==> config.mk <==
export PLATFORM = sky130hd
export DESIGN_NAME = byte_mem_port
export DESIGN_NICKNAME = d
export VERILOG_FILES = /design/src/rtl/memport_pkg.sv /design/src/rtl/memport_ctrl.sv /design/src/rtl/memport_datapath.sv /design/src/rtl/byte_mem_port.sv
export SDC_FILE = /design/constraint.sdc
export NUM_CORES = 2
export LEC_CHECK = 0
export BUFFER_PORTS_ARGS = -buffer_cell sky130_fd_sc_hd__buf_2
export CORE_UTILIZATION = 45
export DETAILED_ROUTE_END_ITERATION = 16
export GPL_ROUTABILITY_DRIVEN = 0
export PLACE_DENSITY_LB_ADDON = 0.2
export SKIP_LAST_GASP = 1
export SLEW_MARGIN = 20
export SYNTH_ARGS = -nofsm -noshare
export SYNTH_HDL_FRONTEND = slang
export SYNTH_SLANG_ARGS = --single-unit
==> constraint.sdc <==
create_clock -name clk -period 9.07 [get_ports clk]
set_input_delay 0.4535 -clock clk [delete_from_list [all_inputs] [get_ports clk]]
set_output_delay 0.4535 -clock clk [all_outputs]
set_load 0.05 [all_outputs]
==> src/rtl/memport_pkg.sv <==
package memport_pkg;

  typedef enum logic [1:0] {
    SZ_BYTE  = 2'd0,
    SZ_WORD  = 2'd1,
    SZ_DWORD = 2'd2,
    SZ_DWALT = 2'd3
  } accSize_e;

  typedef struct packed {
    logic       load;
    logic       xfer;
    logic [1:0] lane;
  } ctrlStrobe_t;

  function automatic logic [1:0] lastLaneOf(input logic [1:0] sz);
    case (sz)
      SZ_BYTE: lastLaneOf = 2'd0;
      SZ_WORD: lastLaneOf = 2'd1;
      default: lastLaneOf = 2'd3;
    endcase
  endfunction

  function automatic logic alignedOf(input logic [1:0] sz, input logic lowBit);
    alignedOf = (sz == SZ_BYTE) ? 1'b1 : ~lowBit;
  endfunction

endpackage

==> src/rtl/memport_ctrl.sv <==
module memport_ctrl
  import memport_pkg::*;
(
  input  logic        clk,
  input  logic        rstN,
  input  logic        start,
  input  logic [1:0]  size,
  output ctrlStrobe_t strobe,
  output logic        busy,
  output logic        done
);

  typedef enum logic {ST_IDLE, ST_XFER} state_e;

  state_e     state;
  logic [1:0] laneCnt;
  logic [1:0] lastLane;

  always_ff @(posedge clk) begin
    if (!rstN) begin
      state    <= ST_IDLE;
      laneCnt  <= 2'd0;
      lastLane <= 2'd0;
      done     <= 1'b0;
    end else begin
      done <= 1'b0;
      case (state)
        ST_IDLE: begin
          if (start) begin
            state    <= ST_XFER;
            laneCnt  <= 2'd0;
            lastLane <= lastLaneOf(size);
          end
        end
        default: begin
          if (laneCnt == lastLane) begin
            state <= ST_IDLE;
            done  <= 1'b1;
          end else begin
            laneCnt <= laneCnt + 2'd1;
          end
        end
      endcase
    end
  end

  always_comb begin
    strobe.load = (state == ST_IDLE) && start;
    strobe.xfer = (state == ST_XFER);
    strobe.lane = laneCnt;
    busy        = (state == ST_XFER);
  end

  assert_done_pulse_R5: assert property (@(posedge clk) disable iff (!rstN)
    done |=> !done);

  assert_done_idle_R5: assert property (@(posedge clk) disable iff (!rstN)
    done |-> !busy);

  assert_lane_bound_R4: assert property (@(posedge clk) disable iff (!rstN)
    busy |-> (laneCnt <= lastLane));

  assert_busy_ignores_start_R9: assert property (@(posedge clk) disable iff (!rstN)
    (busy && start) |=> $stable(lastLane));

  assert_lane_step_R4: assert property (@(posedge clk) disable iff (!rstN)
    (busy && $past(busy) && $past(rstN)) |-> (laneCnt == $past(laneCnt) + 2'd1));

endmodule

==> src/rtl/memport_datapath.sv <==
module memport_datapath
  import memport_pkg::*;
#(
  parameter int ADDR_W    = 20,
  parameter int MEM_DEPTH = 256
)(
  input  logic              clk,
  input  logic              rstN,
  input  ctrlStrobe_t       strobe,
  input  logic              writeEn,
  input  logic [1:0]        size,
  input  logic [ADDR_W-1:0] addr,
  input  logic [31:0]       wdata,
  output logic [31:0]       rdata,
  output logic              aligned
);

  localparam int IDX_W = $clog2(MEM_DEPTH);
  localparam int LANES = 4;

  logic [ADDR_W-1:0] baseAddr;
  logic [ADDR_W-1:0] curAddr;
  logic [IDX_W-1:0]  memIdx;
  logic [31:0]       wBuf;
  logic              isWrite;
  logic              alignedQ;
  logic [7:0]        wByte;
  logic [7:0]        rByte;
  logic [7:0]        storage [MEM_DEPTH];

  always_ff @(posedge clk) begin
    if (!rstN) begin
      baseAddr <= '0;
      wBuf     <= '0;
      isWrite  <= 1'b0;
      alignedQ <= 1'b0;
    end else if (strobe.load) begin
      baseAddr <= addr;
      wBuf     <= wdata;
      isWrite  <= writeEn;
      alignedQ <= alignedOf(size, addr[0]);
    end
  end

  always_comb begin
    curAddr = baseAddr + ADDR_W'(strobe.lane);
    memIdx  = curAddr[IDX_W-1:0];
    case (strobe.lane)
      2'd0:    wByte = wBuf[7:0];
      2'd1:    wByte = wBuf[15:8];
      2'd2:    wByte = wBuf[23:16];
      default: wByte = wBuf[31:24];
    endcase
    rByte = storage[memIdx];
  end

  always_ff @(posedge clk) begin
    if (strobe.xfer && isWrite) begin
      storage[memIdx] <= wByte;
    end
  end

  for (genvar g = 0; g < LANES; g++) begin : gLane
    always_ff @(posedge clk) begin
      if (!rstN) begin
        rdata[g*8 +: 8] <= 8'h00;
      end else if (strobe.load) begin
        rdata[g*8 +: 8] <= 8'h00;
      end else if (strobe.xfer && !isWrite && (strobe.lane == 2'(g))) begin
        rdata[g*8 +: 8] <= rByte;
      end
    end
  end

  assign aligned = alignedQ;

  assert_base_hold_R9: assert property (@(posedge clk) disable iff (!rstN)
    strobe.xfer |=> $stable(baseAddr));

  assert_byte_aligned_R6: assert property (@(posedge clk) disable iff (!rstN)
    (strobe.load && size == SZ_BYTE) |=> aligned);

  assert_odd_misaligned_R6: assert property (@(posedge clk) disable iff (!rstN)
    (strobe.load && size != SZ_BYTE && addr[0]) |=> !aligned);

  assert_wrap_zero_R8: assert property (@(posedge clk) disable iff (!rstN)
    (strobe.xfer && baseAddr == '1 && strobe.lane == 2'd1) |-> (curAddr == '0));

  assert_write_no_rdata_R11: assert property (@(posedge clk) disable iff (!rstN)
    (strobe.xfer && isWrite) |=> (rdata == 32'h0));

endmodule

==> src/rtl/byte_mem_port.sv <==
module byte_mem_port
  import memport_pkg::*;
#(
  parameter int ADDR_W    = 20,
  parameter int MEM_DEPTH = 256
)(
  input  logic              clk,
  input  logic              rstN,
  input  logic              start,
  input  logic              writeEn,
  input  logic [1:0]        size,
  input  logic [ADDR_W-1:0] addr,
  input  logic [31:0]       wdata,
  output logic              busy,
  output logic              done,
  output logic              aligned,
  output logic [31:0]       rdata,
  output logic [15:0]       ptrOffset,
  output logic [15:0]       ptrSegment
);

  ctrlStrobe_t strobe;

  memport_ctrl uCtrl (
    .clk    (clk),
    .rstN   (rstN),
    .start  (start),
    .size   (size),
    .strobe (strobe),
    .busy   (busy),
    .done   (done)
  );

  memport_datapath #(
    .ADDR_W    (ADDR_W),
    .MEM_DEPTH (MEM_DEPTH)
  ) uData (
    .clk     (clk),
    .rstN    (rstN),
    .strobe  (strobe),
    .writeEn (writeEn),
    .size    (size),
    .addr    (addr),
    .wdata   (wdata),
    .rdata   (rdata),
    .aligned (aligned)
  );

  assign ptrOffset  = rdata[15:0];
  assign ptrSegment = rdata[31:16];

endmodule

# --- After elaboration in Yosys (flattened, before gate mapping) ---
# Memories as Yosys holds them, arrays and structs flattened.
# Cells that the tools add are included.
totals:
  output_inout_bits: 67
  inputBits: 58
  register_bits: 80
  ram_bits: 2048
  wordCells: 51
  mem_count: 1
op_classes:
  n_eq_ne: 6
  n_addsub: 2
  reduce_logical: 15
  muxes: 12
  n_bitwise: 3
memory_table:
  columns: ["name", "depth", "word_bits", "rd", "rd_ports_with_merged_regs", "write_ports", "line", "rtl"]
  rows:
  - ["uData.storage", 256, 8, 1, 0, 1, "memport_datapath.sv:29", "logic [7:0] storage [MEM_DEPTH];"]
op_table:
  columns: ["operator", "n"]
  rows:
  - ["$pmux W8 S3", 1]
  - ["$add A8 B2 Y8", 1]
  - ["$logic_and A1 B1 Y1", 7]
  - ["$mux W1", 7]
  - ["$mux W2", 3]
  - ["$reduce_and A2 Y1", 3]
  - ["$eq A2 B1 Y1 const B", 2]
  - ["$eq A2 B2 Y1 const B", 2]
  - ["$logic_not A2 Y1", 2]
  - ["$pmux W2 S2", 1]
  - ["$not A1 Y1", 3]
  - ["$add A2 B1 Y2 const B", 1]
  - ["$eq A2 B2 Y1", 1]
  - ["$ne A2 B2 Y1 const B", 1]
  - ["$reduce_bool A2 Y1", 1]
  - ["$reduce_or A2 Y1", 1]
  - ["$logic_not A1 Y1", 1]

# --- Longest topological paths before layout ---
depth:
  word_depth: 3
  depth_mapped: 14
  depth_no_buf: 10

# --- Cells and area by module ---
# From an unflattened synthesis, not the netlist that was laid out.
hier_totals:
  cells_unflattened: 4242
  hier_area_um2: 84058.1
modules_own_cells:
  columns: ["module", "cells_each", "area_per_inst_um2", "seq_area_each_um2", "n_inst"]
  rows:
  - ["memport_datapath", 4180, 83552.6, 62980.4, 1]
  - ["memport_ctrl", 30, 265.3, 120.1, 1]
  - ["byte_mem_port", 32, 240.2, 0.0, 1]

# --- Least setup slack after synthesis ---
# No wires, ideal clock.
synth_timing:
  path_kind: "register to register"
  from: "register uCtrl.laneCnt[1]"
  to: "memory uData.storage[0][0], data pin"
  path_slack_ps: -859
  t_arrival_ps: 8296
  synth_period_minus_slack_ps: 9929
  t_required_ps: 7437
  stages_incl_launch_ff: 4
  setup_ps: 1633
  n_path_buf: 1
  path_cell_list: "dfxtp_1 > ha_1 > buf_1 > mux2i_1"
synth_via:
  elab_chain_len: 2
  elab_cells_between_ends: 4
  classes_between: "eq/ne (2); mux (1); reduce/logical (1)"
synth_rtl:
  columns: ["element", "line", "rtl"]
  rows:
  - ["start: declaration", "memport_ctrl.sv:16", "logic [1:0] laneCnt;"]
  - ["start signal: assignment", "memport_ctrl.sv:40", "laneCnt <= laneCnt + 2'd1;"]
  - ["$eq A2 B2 Y1 (tied with other cells)", "memport_datapath.sv:48", "case (strobe.lane)"]
  - ["$pmux W8 S3 *", "memport_datapath.sv:48", null]
  - ["via uData.wByte[0]", "memport_datapath.sv:27", "logic [7:0] wByte;"]
  - ["end: declaration", "memport_datapath.sv:29", null]
# The timed path passes the listed nets; every way through them passes the cells marked *.

# --- Worst setup path in the final report ---
layout_timing:
  from: "register uCtrl.laneCnt[0]"
  to: "register uData.rdata[1]"
layout_via:
  elab_chain_len: 2
  elab_cells_between_ends: 4
  classes_between: "add/sub (1); reduce/logical (2); memory (1)"
layout_rtl:
  columns: ["element", "line", "rtl"]
  rows:
  - ["$add A8 B2 Y8 or $logic_not A2 Y1 (tied branches)", "memport_datapath.sv:46, memport_datapath.sv:69", null]
  - ["$mem_v2 Z256 W8 or $logic_and A1 B1 Y1 (tied branches)", null, null]
  - ["end signal: indexed assignment", "memport_datapath.sv:70", "rdata[g*8 +: 8] <= rByte;"]
  - ["end: declaration", "memport_datapath.sv:14", "output logic [31:0] rdata,"]
# Several ways; a longest one is shown, not always the timed one.
# A chain may end at the register's enable or synchronous reset.

==> reports/results.tsv <==
stage	metric	value	unit
layout	final cell count without fillers	7039	
synthesis	Post-Syn Instances	4255	
route	drt drc	0	
outcome	status	finished, final reports clean	
synthesis	Warnings, synthesis	0	
power	Leak	29.9	nW
route	antenna-violating nets left	0	
floorplan	area of the die	187000	um2
clocking	clock sinks	2128	
layout	commonest non-fill, non-tap cell in the layout	edfxtp_1	
place	HPWL Detailed	114000	um
critical_path	Req. time, crit path	9.76	ns
critical_path	CP arrival	6.71	ns
clocking	root buf cell	clkbuf_16	
timing	Final Slew Violations	0	
critical_path	Critical Path Start Type	register	
route	Via density	5.81	
timing	worst slew pin tran	1.36	ns
layout	final non-filler cell area	93700	um2
layout	Filler cells	14575	
clocking	PostCTS Resize Cnt	0	
synthesis	Netlist cell types	64	
clocking	CTS buffer count	211	
synthesis	Synth area leader	edfxtp_1	
synthesis	part of the Yosys area used for sequential elements	0.756	
route	Vias	40928	
clocking	CTS HTree Levels	4	
timing	Rel. slew slack	0.0967	
synthesis	Avg Cell Area, Syn	19.6	um2
critical_path	R2R Setup Slk	3.05	ns
floorplan	# IOs	125	
timing	worst hold margin	0.137	ns
route	routed wire length	201000	um
synthesis	synthesized area	83400	um2
layout	Layout Utilization	0.510	
synthesis	Post-synth EDFFs	2048	
place	placed cell area	86400	um2
floorplan	Core Rows	157	
floorplan	Core Region	184000	um2
synthesis	Synth area leaders	edfxtp_1 74%, mux4_2 14%, dfxtp_1 1.9%	
timing	Hold Violations, Final	0	
layout	area growth from synthesis to layout	12.3	%
critical_path	Setup CP Type	reg2reg	
timing	min cycle time layout	6.02	ns
global_routing	vias in the first global route	41418	
min_path	Hold WC Path Type	in2reg	
global_routing	global-route wire length before repair	292000	um
timing	Worst Skew	0.0268	ns
global_routing	All-Layer GR Usage	0.217	
synthesis	syn_nets	4321	
timing	Setup-failing EPs final	0	
run	max-cap violations	0	
floorplan	Initial Util	0.454	
synthesis	Post-synth ARST share	0	
timing	fin crit share	0.664	
clocking	CTS tree	done	
power	Pwr Total	20.9	mW
route	First-pass DRT Iterations	6	
route	initial DRC count	4286	
clocking	clk buf depth	3	
layout	share of layout cells above drive strength 1	0.230	
power	Max VDD drop	190	uV
route	per-cell routed wire length	28.6	um
global_routing	largest net degree at the start of global routing	197	
clocking	clock slew at reported path FFs	0.06	ns
synthesis	area share of the largest cell type after synthesis	0.737	
global_routing	initial antenna violation count	3	
global_routing	Remaining Overflow, GRT	0	
layout	most frequent cells in the layout	2048 x edfxtp_1, 508 x mux4_2, 357 x nand2_1	
timing	RSZ-0062 raised after global routing	no	
floorplan	die width	433	um
place	port bufs	112	
critical_path	CP Capture Type	register	
clocking	Worst-Skew Late Latency	0.86	ns
layout	layout net count	4467	
synthesis	Synth Register Bits	2128	
power	power per cell area	223	nW/um2
place	dpl cells	6607	
synthesis	ys flop type	edfxtp_1	
floorplan	chip height	433	um
timing	Peak Freq	0.166	GHz
critical_path	worst-path maximum fanout	66	
[Yosys cell counts (all sizes together) (9+ instances only)]
master / n
o22ai: 68
nand4: 36
a21oi: 84
inv: 12
mux4: 512
edfxtp: 2048
mux2: 9
buf: 213
nor2: 282
a21boi: 44
nand3: 96
nand2: 365
mux2i: 131
clkbuf: 90
dfxtp: 80
o21ai: 76
[timing repair]
action                                 4_1_cts  5_1_grt
hold buffers                                43        0
endpoints found under the hold margin       44        0
buffers inserted                             0        0
[state kept, by name, indices dropped and copies added, names as in the netlist]
name,flops
uCtrl.busy,1
uCtrl.done,1
uCtrl.laneCnt,2
uCtrl.lastLane,2
uData.aligned,1
uData.baseAddr,8
uData.isWrite,1
uData.rdata,32
uData.storage,2048
uData.wBuf,32
[routing by layer]
layer  global-route usage  wire length [um]  share of wire  vias to the layer above
met4               0.0628              5330          0.026                        2
met5                    0                13       0.000065                        -
li1                     -                 -              -                    17473
met1                0.307             84800           0.42                    21775
met2                0.349             97700           0.49                     1392
met3               0.0371             13400          0.067                      286
[worst max-delay path: stages (launching register included)]
cell and delay (ns):
dfxtp_1 0.45, ha_4 0.26, fa_4 1.35, buf_12 0.41, mux4_2 0.39, mux2i_1 0.24, o22ai_1 0.14, o21ai_0 0.74
nand4_1 0.72, nor4_2 0.88, a21oi_1 0.14
[cell families (layout without fill, tap and decap cells)]
kind of cell / count (synthesis) / in the layout / synth area share
compound gates: 320 / 320 / 0.0237
flops: 2128 / 2128 / 0.756
xor+xnor: 8 / 8 / 0.00106
mux: 652 / 652 / 0.155
fa+ha+maj: 8 / 8 / 0.00129
other cells: 0 / 1 / 0
simple gates: 824 / 824 / 0.0417
buf+inv: 315 / 634 / 0.0204
[per-stage QoR]
step | worst slack [ns] | setup TNS, ns
2_1_floorplan | -0.859 | -1759.12
3_3_place_gp | 3.09 | 0
3_5_place_dp | 3.09 | 0
4_1_cts | 3.09 | 0
5_1_grt | 2.76 | 0
6_report | 3.05 | 0
[power breakdown]
part / internal (mW) / switching (mW) / total [mW]
registers: 10.8 / 0.0166 / 10.9
logic: 0.545 / 0.928 / 1.47
clock network: 4.86 / 3.70 / 8.56
total: 16.3 / 4.64 / 20.9
[area by class of cell]
| class | count | area, um2 | area share |
|---|---|---|---|
| antenna | 1 | 2.50 | 0.0000267 |
| clock buffer | 268 | 5610 | 0.0599 |
| clock inverter | 118 | 1170 | 0.0124 |
| inverter | 12 | 45.0 | 0.000481 |
| multi-input combinational | 1812 | 18900 | 0.201 |
| sequential | 2128 | 63100 | 0.673 |
| tap | 2464 | 3080 | 0.0329 |
| timing repair buffer | 236 | 1820 | 0.0194 |
[worst paths after layout]
check / cells past startpoint / end / startpoint
hold reg to reg: 2 / uData.wBuf[28] / uData.wBuf[28]
setup reg to reg: 10 / uData.rdata[1] / uCtrl.laneCnt[0]
hold / removal: 4 / uData.wBuf[30] / start
setup / recovery: 10 / uData.rdata[1] / uCtrl.laneCnt[0]
No activity file was read; power rests on OpenSTA's default activity.
